$ cat src/rtl/ddr_deser_pkg.sv
// Package: shared types for the DDR framed word receiver.
// Assumes: only the alignment state is shared between modules.
package ddr_deser_pkg;

    // Alignment state: searching for a boundary, or counting slots in step.
    typedef enum logic {
        ST_HUNT = 1'b0,
        ST_LOCK = 1'b1
    } fa_state_e;

endpackage

$ cat src/rtl/ddr_edge_sampler.sv
// Module: ddr_edge_sampler
// Registers the forwarded clock and the data line in the local clock domain.
// Reports one sample per level change of the forwarded clock, together with
// the direction of that change.
// Assumes: the local clock is at least twice the forwarded-clock toggle rate,
// and the forwarded clock idles high.
module ddr_edge_sampler (
    input  logic clk,
    input  logic rst_n,
    input  logic fclk_i,
    input  logic sdat_i,
    output logic smp_vld,
    output logic smp_rise,
    output logic smp_bit
);

    logic fclk_r;
    logic fclk_p;
    logic sdat_r;

    // Capture the line pair and keep the previous clock level for edge detection.
    always_ff @(posedge clk) begin
        if (!rst_n) begin
            fclk_r <= 1'b1;
            fclk_p <= 1'b1;
            sdat_r <= 1'b0;
        end else begin
            fclk_r <= fclk_i;
            fclk_p <= fclk_r;
            sdat_r <= sdat_i;
        end
    end

    // Any level change is a bit slot; the new level gives the edge direction.
    always_comb begin
        smp_vld  = fclk_r ^ fclk_p;
        smp_rise = fclk_r;
        smp_bit  = sdat_r;
    end

endmodule

$ cat src/rtl/ddr_frame_align.sv
// Module: ddr_frame_align
// Shifts in edge samples, hunts for the boundary marker and then counts
// SLOT_N slots per frame. Flags a complete word or a bad marker for one cycle.
// Assumes: slot 1 of a frame is the oldest bit, and the marker sits in the
// last MARK_W slots. While hunting, a marker is only trusted on a rising edge
// once a full frame of bits has been seen.
module ddr_frame_align
    import ddr_deser_pkg::*;
#(
    parameter int                SLOT_N   = 26,
    parameter int                WORD_W   = 22,
    parameter int                MARK_W   = 4,
    parameter logic [MARK_W-1:0] MARK_PAT = 4'b1100
) (
    input  logic              clk,
    input  logic              rst_n,
    input  logic              en,
    input  logic              smp_vld,
    input  logic              smp_rise,
    input  logic              smp_bit,
    output logic [WORD_W-1:0] frm_word,
    output logic              frm_vld,
    output logic              frm_bad
);

    localparam int              CNT_W = $clog2(SLOT_N + 1);
    localparam logic [CNT_W-1:0] LAST  = CNT_W'(SLOT_N - 1);

    fa_state_e        state_q, state_d;
    logic [CNT_W-1:0] cnt_q, cnt_d, cnt_inc;
    logic [SLOT_N-2:0] sr_q, sr_d;
    logic [SLOT_N-1:0] win;
    logic             mark_ok;

    // The window as it will be after this sample; bit 0 is the newest slot.
    assign win     = {sr_q, smp_bit};
    assign mark_ok = (win[MARK_W-1:0] == MARK_PAT);
    assign cnt_inc = cnt_q + CNT_W'(1);

    // Slot k of the frame lands on word bit k-1.
    for (genvar i = 0; i < WORD_W; i++) begin : g_word_map
        assign frm_word[i] = win[SLOT_N-1-i];
    end

    // Alignment decisions for the current sample.
    always_comb begin
        state_d = state_q;
        cnt_d   = cnt_q;
        sr_d    = sr_q;
        frm_vld = 1'b0;
        frm_bad = 1'b0;
        if (!en) begin
            state_d = ST_HUNT;
            cnt_d   = '0;
            sr_d    = '0;
        end else if (smp_vld) begin
            sr_d = win[SLOT_N-2:0];
            case (state_q)
                ST_HUNT: begin
                    if (smp_rise && cnt_q == LAST && mark_ok) begin
                        frm_vld = 1'b1;
                        state_d = ST_LOCK;
                        cnt_d   = '0;
                    end else if (cnt_q != LAST) begin
                        cnt_d = cnt_inc;
                    end
                end
                ST_LOCK: begin
                    if (cnt_q == LAST) begin
                        cnt_d = '0;
                        if (mark_ok) begin
                            frm_vld = 1'b1;
                        end else begin
                            frm_bad = 1'b1;
                            state_d = ST_HUNT;
                        end
                    end else begin
                        cnt_d = cnt_inc;
                    end
                end
                default: state_d = ST_HUNT;
            endcase
        end
    end

    // Alignment state, slot counter and bit window.
    always_ff @(posedge clk) begin
        if (!rst_n) begin
            state_q <= ST_HUNT;
            cnt_q   <= '0;
            sr_q    <= '0;
        end else begin
            state_q <= state_d;
            cnt_q   <= cnt_d;
            sr_q    <= sr_d;
        end
    end

    // A word can only complete on an even slot, i.e. a rising edge.
    assert_word_on_rise_R2: assert property (@(posedge clk) disable iff (!rst_n)
        frm_vld |-> smp_rise);

    // A rejected frame always drops the receiver back to hunting.
    assert_bad_rehunt_R6: assert property (@(posedge clk) disable iff (!rst_n)
        frm_bad |=> (state_q == ST_HUNT));

endmodule

$ cat src/rtl/ddr_word_reg.sv
// Module: ddr_word_reg
// Output stage: registers the word and its valid pulse, keeps the sticky
// framing error, and drives the pad enable. Power-down zeroes everything.
// Assumes: frm_vld and frm_bad are single-cycle and never high together.
module ddr_word_reg #(
    parameter int WORD_W = 22
) (
    input  logic              clk,
    input  logic              rst_n,
    input  logic              en,
    input  logic              frm_vld,
    input  logic              frm_bad,
    input  logic [WORD_W-1:0] frm_word,
    output logic [WORD_W-1:0] word_o,
    output logic              valid_o,
    output logic              err_o,
    output logic              oe_o
);

    // Register outputs; hold the word between frames and clear on power-down.
    always_ff @(posedge clk) begin
        if (!rst_n) begin
            word_o  <= '0;
            valid_o <= 1'b0;
            err_o   <= 1'b0;
            oe_o    <= 1'b0;
        end else if (!en) begin
            word_o  <= '0;
            valid_o <= 1'b0;
            err_o   <= 1'b0;
            oe_o    <= 1'b0;
        end else begin
            oe_o    <= 1'b1;
            valid_o <= frm_vld;
            err_o   <= err_o | frm_bad;
            if (frm_vld) begin
                word_o <= frm_word;
            end
        end
    end

    // With the pads released, nothing is driven onto the bus.
    assert_pd_quiet_R8: assert property (@(posedge clk) disable iff (!rst_n)
        !oe_o |-> (word_o == '0 && !valid_o && !err_o));

    // The error flag survives as long as the receiver stays active.
    assert_sticky_err_R7: assert property (@(posedge clk) disable iff (!rst_n)
        (err_o && en) |=> err_o);

    // Frames are 26 edges long, so valid never lasts two cycles.
    assert_one_pulse_R4: assert property (@(posedge clk) disable iff (!rst_n)
        valid_o |=> !valid_o);

    // The word only changes when a new frame completes.
    assert_hold_word_R4: assert property (@(posedge clk) disable iff (!rst_n)
        (en && oe_o && !frm_vld) |=> $stable(word_o));

endmodule

$ cat src/rtl/ddr_word_deser.sv
// Module: ddr_word_deser (top)
// DDR framed word receiver. Connects the edge sampler, the frame aligner and
// the output stage. Mode 0 is power-down; every other mode is active.
// Assumes: WORD_W + MARK_W equals SLOT_N.
module ddr_word_deser #(
    parameter int                SLOT_N   = 26,
    parameter int                WORD_W   = 22,
    parameter int                MARK_W   = 4,
    parameter logic [MARK_W-1:0] MARK_PAT = 4'b1100
) (
    input  logic              clk,
    input  logic              rst_n,
    input  logic [1:0]        mode_i,
    input  logic              fclk_i,
    input  logic              sdat_i,
    output logic [WORD_W-1:0] word_o,
    output logic              valid_o,
    output logic              err_o,
    output logic              oe_o
);

    logic              en;
    logic              smp_vld, smp_rise, smp_bit;
    logic [WORD_W-1:0] frm_word;
    logic              frm_vld, frm_bad;

    // Any non-zero mode enables the receiver identically.
    assign en = |mode_i;

    ddr_edge_sampler u_edge (
        .clk      (clk),
        .rst_n    (rst_n),
        .fclk_i   (fclk_i),
        .sdat_i   (sdat_i),
        .smp_vld  (smp_vld),
        .smp_rise (smp_rise),
        .smp_bit  (smp_bit)
    );

    ddr_frame_align #(
        .SLOT_N   (SLOT_N),
        .WORD_W   (WORD_W),
        .MARK_W   (MARK_W),
        .MARK_PAT (MARK_PAT)
    ) u_align (
        .clk      (clk),
        .rst_n    (rst_n),
        .en       (en),
        .smp_vld  (smp_vld),
        .smp_rise (smp_rise),
        .smp_bit  (smp_bit),
        .frm_word (frm_word),
        .frm_vld  (frm_vld),
        .frm_bad  (frm_bad)
    );

    ddr_word_reg #(
        .WORD_W (WORD_W)
    ) u_out (
        .clk      (clk),
        .rst_n    (rst_n),
        .en       (en),
        .frm_vld  (frm_vld),
        .frm_bad  (frm_bad),
        .frm_word (frm_word),
        .word_o   (word_o),
        .valid_o  (valid_o),
        .err_o    (err_o),
        .oe_o     (oe_o)
    );

endmodule

$ cat config.mk
export PLATFORM = sky130hd
export DESIGN_NAME = ddr_word_deser
export DESIGN_NICKNAME = d
export VERILOG_FILES = /design/src/rtl/ddr_deser_pkg.sv /design/src/rtl/ddr_edge_sampler.sv /design/src/rtl/ddr_frame_align.sv /design/src/rtl/ddr_word_reg.sv /design/src/rtl/ddr_word_deser.sv
export SDC_FILE = /design/constraint.sdc
export NUM_CORES = 1
export LEC_CHECK = 0
export BUFFER_PORTS_ARGS = -buffer_cell sky130_fd_sc_hd__buf_2
export CORE_ASPECT_RATIO = 0.6
export CORE_MARGIN = 2
export CORE_UTILIZATION = 54
export DETAILED_ROUTE_END_ITERATION = 16
export PLACE_DENSITY = 0.76
export REMOVE_ABC_BUFFERS = 1
export SYNTH_ARGS = -nofsm -noshare
export SYNTH_HDL_FRONTEND = slang
export SYNTH_SLANG_ARGS = --single-unit
$ cat constraint.sdc
create_clock -name clk -period 2.3 [get_ports clk]
set_input_delay 0.23 -clock clk [delete_from_list [all_inputs] [get_ports clk]]
set_output_delay 0.23 -clock clk [all_outputs]
set_load 0.1 [all_outputs]
# Word level (Yosys, flattened, before mapping)
# Cells that the tools add are included.
# word_totals
in_bits	6
output_inout_bits	25
regBits	59
word_cells	41
# op_classes
muxes	18
n_reduce_logical	5
n_eq_ne	4
bitwise_logic	3
addsub	1
# ops
operator	count
$mux W5	3
$mux W1	12
$pmux W5 S2	1
$add A5 B1 Y5 const B	1
$eq A5 B5 Y1 const B	1
$ne A5 B5 Y1 const B	1
$eq A4 B4 Y1 const B	1
$pmux W1 S2	2
$reduce_and A2 Y1	2
$ne A3 B1 Y1 const B	1
$logic_and A1 B1 Y1	2
$reduce_or A2 Y1	1
$not A1 Y1	1
$or A1 B1 Y1	1
$xor A1 B1 Y1	1

# Logic depth before layout (Yosys ltp)
# logic_depth
ltp_word	7
mapped_depth	7
mapped_depth_nobuf	6

# Modules after synthesis
# From an unflattened synthesis, not the netlist that was laid out.
# unflattened
cells_unflattened	236
hier_area_um2	2436.1
# modules_own_cells
mod	seq_area_each_um2	cells_per_inst	area_each_um2	instances
ddr_frame_align	620.6	149	1456.4	1
ddr_word_reg	500.5	79	885.8	1
ddr_edge_sampler	60.1	7	87.6	1
ddr_word_deser	0.0	1	6.3	1

# Worst setup path before layout
# No wires, ideal clock.
# synth_path
path_kind	flip-flop to flip-flop
startpoint	reg u_align.cnt_q[0]
endpoint	reg u_out.word_o[11]
setup_ns	0.143
t_required_ns	2.157
slack_ns	0.627
stages_incl_launch_ff	7
arrival_ns	1.530
period_less_slack_ns	1.673
path_buffers	1
cell_sequence	dfxtp_1 ha_1 nand4b_4 a2111o_1 buf_2 nand2_1 a21oi_2
# synth_between
elab_chain_cells	7
elab_cells_between_ends	8
classes_between	1 x eq/ne; 5 x mux; 2 x reduce/logical
# synth_lines
item	line_no	rtl
start: declaration	ddr_frame_align.sv:30	logic [CNT_W-1:0] cnt_q, cnt_d, cnt_inc;
start signal: assignment	ddr_frame_align.sv:94	cnt_q <= cnt_d;
$eq A5 B5 Y1 (*)	ddr_frame_align.sv:60, ddr_frame_align.sv:69	
$logic_and A1 B1 Y1 (2 in a row)	ddr_frame_align.sv:60	if (smp_rise && cnt_q == LAST && mark_ok) begin
$mux W1	ddr_frame_align.sv:60	
$pmux W1 S2 (*)	ddr_frame_align.sv:58	case (state_q)
$mux W1 (*)	ddr_frame_align.sv:56	end else if (smp_vld) begin
$mux W1 (*)	ddr_frame_align.sv:52	if (!en) begin
end signal: assignment	ddr_word_reg.sv:37	word_o <= frm_word;
end: declaration	ddr_word_reg.sv:14	output logic [WORD_W-1:0] word_o,
# Mark *: on every way between the ends. The rest lies on a longest branch, timed or not.
# A chain may end at the register's enable or synchronous reset.

# Final worst setup path
# layout_path
startpoint	reg u_align.cnt_q[0]
endpoint	reg u_out.word_o[6]
# Same word-level chain as after synthesis.

==> results_dict.tcl <==
set metrics [dict create \
    worst_slew_margin_rel_pct 47.4 \
    hp-class "in2reg" \
    postLayoutCoreUtil_pct 66.0 \
    route.detailed.drc 0 \
    ys_seq_elements 59 \
    vias 1803 \
    power.ir.vdd_worst_v 0.000488 \
    synthMostInstantiatedCell "nand2_1" \
    p_leak_nw 0.975 \
    multiInputGateArea_um2 1040 \
    grt-ovfl-total 0 \
    placement.io_buffers 30 \
    worst_clock_skew_ns 0.00739 \
    maximum_number_of_pins_on_one_net_before_global_route_repair 57 \
    yosysTopAreaCell "dfxtp_1" \
    postSynth.asyncResetShare_pct 0 \
    fillerInstances 366 \
    mean_area_per_synthesized_cell_um2 8.69 \
    most_frequent_cells_after_synthesis "nand2_1, dfxtp_1, a21oi_1, a21oi_2, clkbuf_1" \
    fp.dieH_um 54.6 \
    worstSetupEndpointType "flop" \
    detail_route.wl_per_cell_um 12.0 \
    grt_setup_unrepaired "no" \
    netlist-cell-type-count 33 \
    i_o_pin_total 31 \
    grt_antenna_before_repair 0 \
    cts_tree "built" \
    count_of_instances_resized_after_the_clock_tree_is_built 0 \
    sequential_element_share_of_the_synthesized_area_pct 51.3 \
    final_antenna_violating_net_count 0 \
    synthesis_warnings 0 \
    antenna_fix_cells 0 \
    area.sequential_um2 1180 \
    vias_in_the_first_global_route 1649 \
    place.gp.congestion 0.764 \
    clk_path_buf_depth 2 \
    syn_area_um2 2300 \
    hold_violations 0 \
    report.power.total_w 0.00214 \
    synth_flop_cell "dfxtp_1" \
    cap_violations 0 \
    route.detailed.vias_per_inst 5.05 \
    start_util_pct 56.2 \
    drt-initial-drc-count 179 \
    period_minus_slack_ns 2.03 \
    fmaxAchievable_ghz 0.493 \
    postCtsHoldBufs 0 \
    setup_viol 0 \
    detail_route.wirelength_um 4280 \
    final-max-slew-violation-count 0 \
    cts_root_buffer_type "clkbuf_8" \
    yosys-top-cells-area "dfxtp_1, nand2_1, a21oi_2" \
    std_cell_rows 18 \
    final_net_count 301 \
    critical_path_arrival_ns 2.24 \
    post-synth-top-area-fraction_pct 51.3 \
    cp-start-kind "flop" \
    cts_max_level 3 \
    power_density_nw_per_um2 791 \
    worst_skew_pair.late_latency_ns 0.33 \
    synth_edf_count 0 \
    tritoncts_buffers 9 \
    layout_worst_path_cycle_share_pct 88.2 \
    critPathRequiredTime_ns 2.51 \
    chipWidth_um 88.3 \
    wire_length_of_the_first_global_routing_pass_um 7180 \
    tritoncts_num_sinks 59 \
    proportion_of_layout_cells_with_a_drive_suffix_above_1_pct 24.6 \
    area.growth.synth_to_final_pct 17.5 \
    detail_route.first_pass.iterations 5 \
    postCtsSetupRepairBufs 0 \
    critPathMaxFanout 23 \
    worst_slew_pin_slew_ns 0.790 \
    clk_pin_slew_worst_paths_ns 0.06 \
    result_of_the_run "finished clean" \
    timing.setup.critical_path_class "reg2reg" \
    fp.dieArea_um2 4820 \
    place_hpwl_um 2710 \
    grtUsageTotal_pct 20.4 \
    design.core.area_um2 4100 \
    holdWs_ns 0.0829 \
    netlist_instances 265 \
]
sequential cells by signal, summed over array words and instances (netlist names):
| name | count |
|---|---|
| u_align.cnt_q | 5 |
| u_align.sr_q | 25 |
| u_align.state_q | 1 |
| u_edge.fclk_p | 1 |
| u_edge.smp_bit | 1 |
| u_edge.smp_rise | 1 |
| u_out.err_o | 1 |
| u_out.oe_o | 1 |
| u_out.valid_o | 1 |
| u_out.word_o | 22 |
where the power goes:
group	internal [W]	switching, W
Combinational	0.0000257	0.0000722
Clock	0.000635	0.000368
Sequential	0.00103	0.00000982
Total	0.00169	0.000450
per-stage QoR:
stage	std cells	TNS (ns)	setup slack (ns)	instance area, µm²
floorplan	248	-33.04	-0.874	2210
global placement	342	0	0.372	2500
detailed placement	342	0	0.285	2500
CTS	357	0	0.279	2710
global route	357	0	0.137	2710
finish	357	0	0.272	2710
critical path: stages (launching register included):
cell and delay, ns:
dfxtp_1 0.42, ha_1 0.23, nand4b_4 0.21, a2111o_1 0.77, nand2_1 0.22, a21oi_2 0.07
cell type report:
type / instances / share of cell area [%]
clock buffer: 13 / 5.50
clock inverter: 2 / 2.22
inverter: 2 / 0.278
multi-input combinational: 187 / 38.4
sequential: 59 / 43.7
tap: 60 / 2.78
timing repair buffer: 34 / 7.12
metal layers:
layer / GRT usage, % / part of all wire [%] / up-vias
met5: 0 / 0 / -
met4: 6.06 / 0.16 / 0
met3: 11.2 / 6.1 / 2
met2: 30.1 / 42 / 43
met1: 25.9 / 51 / 819
li1: - / - / 939
final timing paths:
kind	startpoint	endpoint	slack, ns	cells past startpoint
max	u_align.cnt_q[0]	u_out.word_o[6]	0.27	5
min	fclk_i	u_edge.smp_rise	0.08	2
max reg2reg	u_align.cnt_q[0]	u_out.word_o[6]	0.27	5
min reg2reg	u_align.sr_q[24]	u_align.sr_q[24]	0.45	2
logic make-up after synthesis:
| logic type | Yosys count | synth area share, % |
|---|---|---|
| xor+xnor | 2 | 1.09 |
| mux | 1 | 0.435 |
| compound gates | 66 | 20.1 |
| buf+inv | 19 | 4.35 |
| flops | 59 | 51.3 |
| simple gates | 116 | 21.6 |
| fa+ha+maj | 2 | 1.09 |
layout by cell type (no fill, tap or decap):
master       n
mux2i_1      1
nor2_1       6
clkbuf_8    10
a31o_1       1
nand3b_4     1
a31oi_1      2
nand4bb_1    1
o211ai_1     1
inv_2        1
buf_2       30
a21oi_2     20
clkbuf_1     3
o21ai_1      3
nand2_1    101
or3_1        1
a2111oi_4    1
inv_1        1
o21ai_4      1
xnor2_2      1
a311oi_1     2
buf_12       1
bufinv_16    2
and2_1       1
nand4b_4     1
o32ai_1      1
a21oi_1     30
a2111o_1     1
a41oi_1      1
o31ai_1      2
nand2b_1     3
buf_4        3
dfxtp_1     59
ha_1         2
nor4bb_1     1
xor2_2       1
Note: power is estimated with default switching activity, not from simulation.
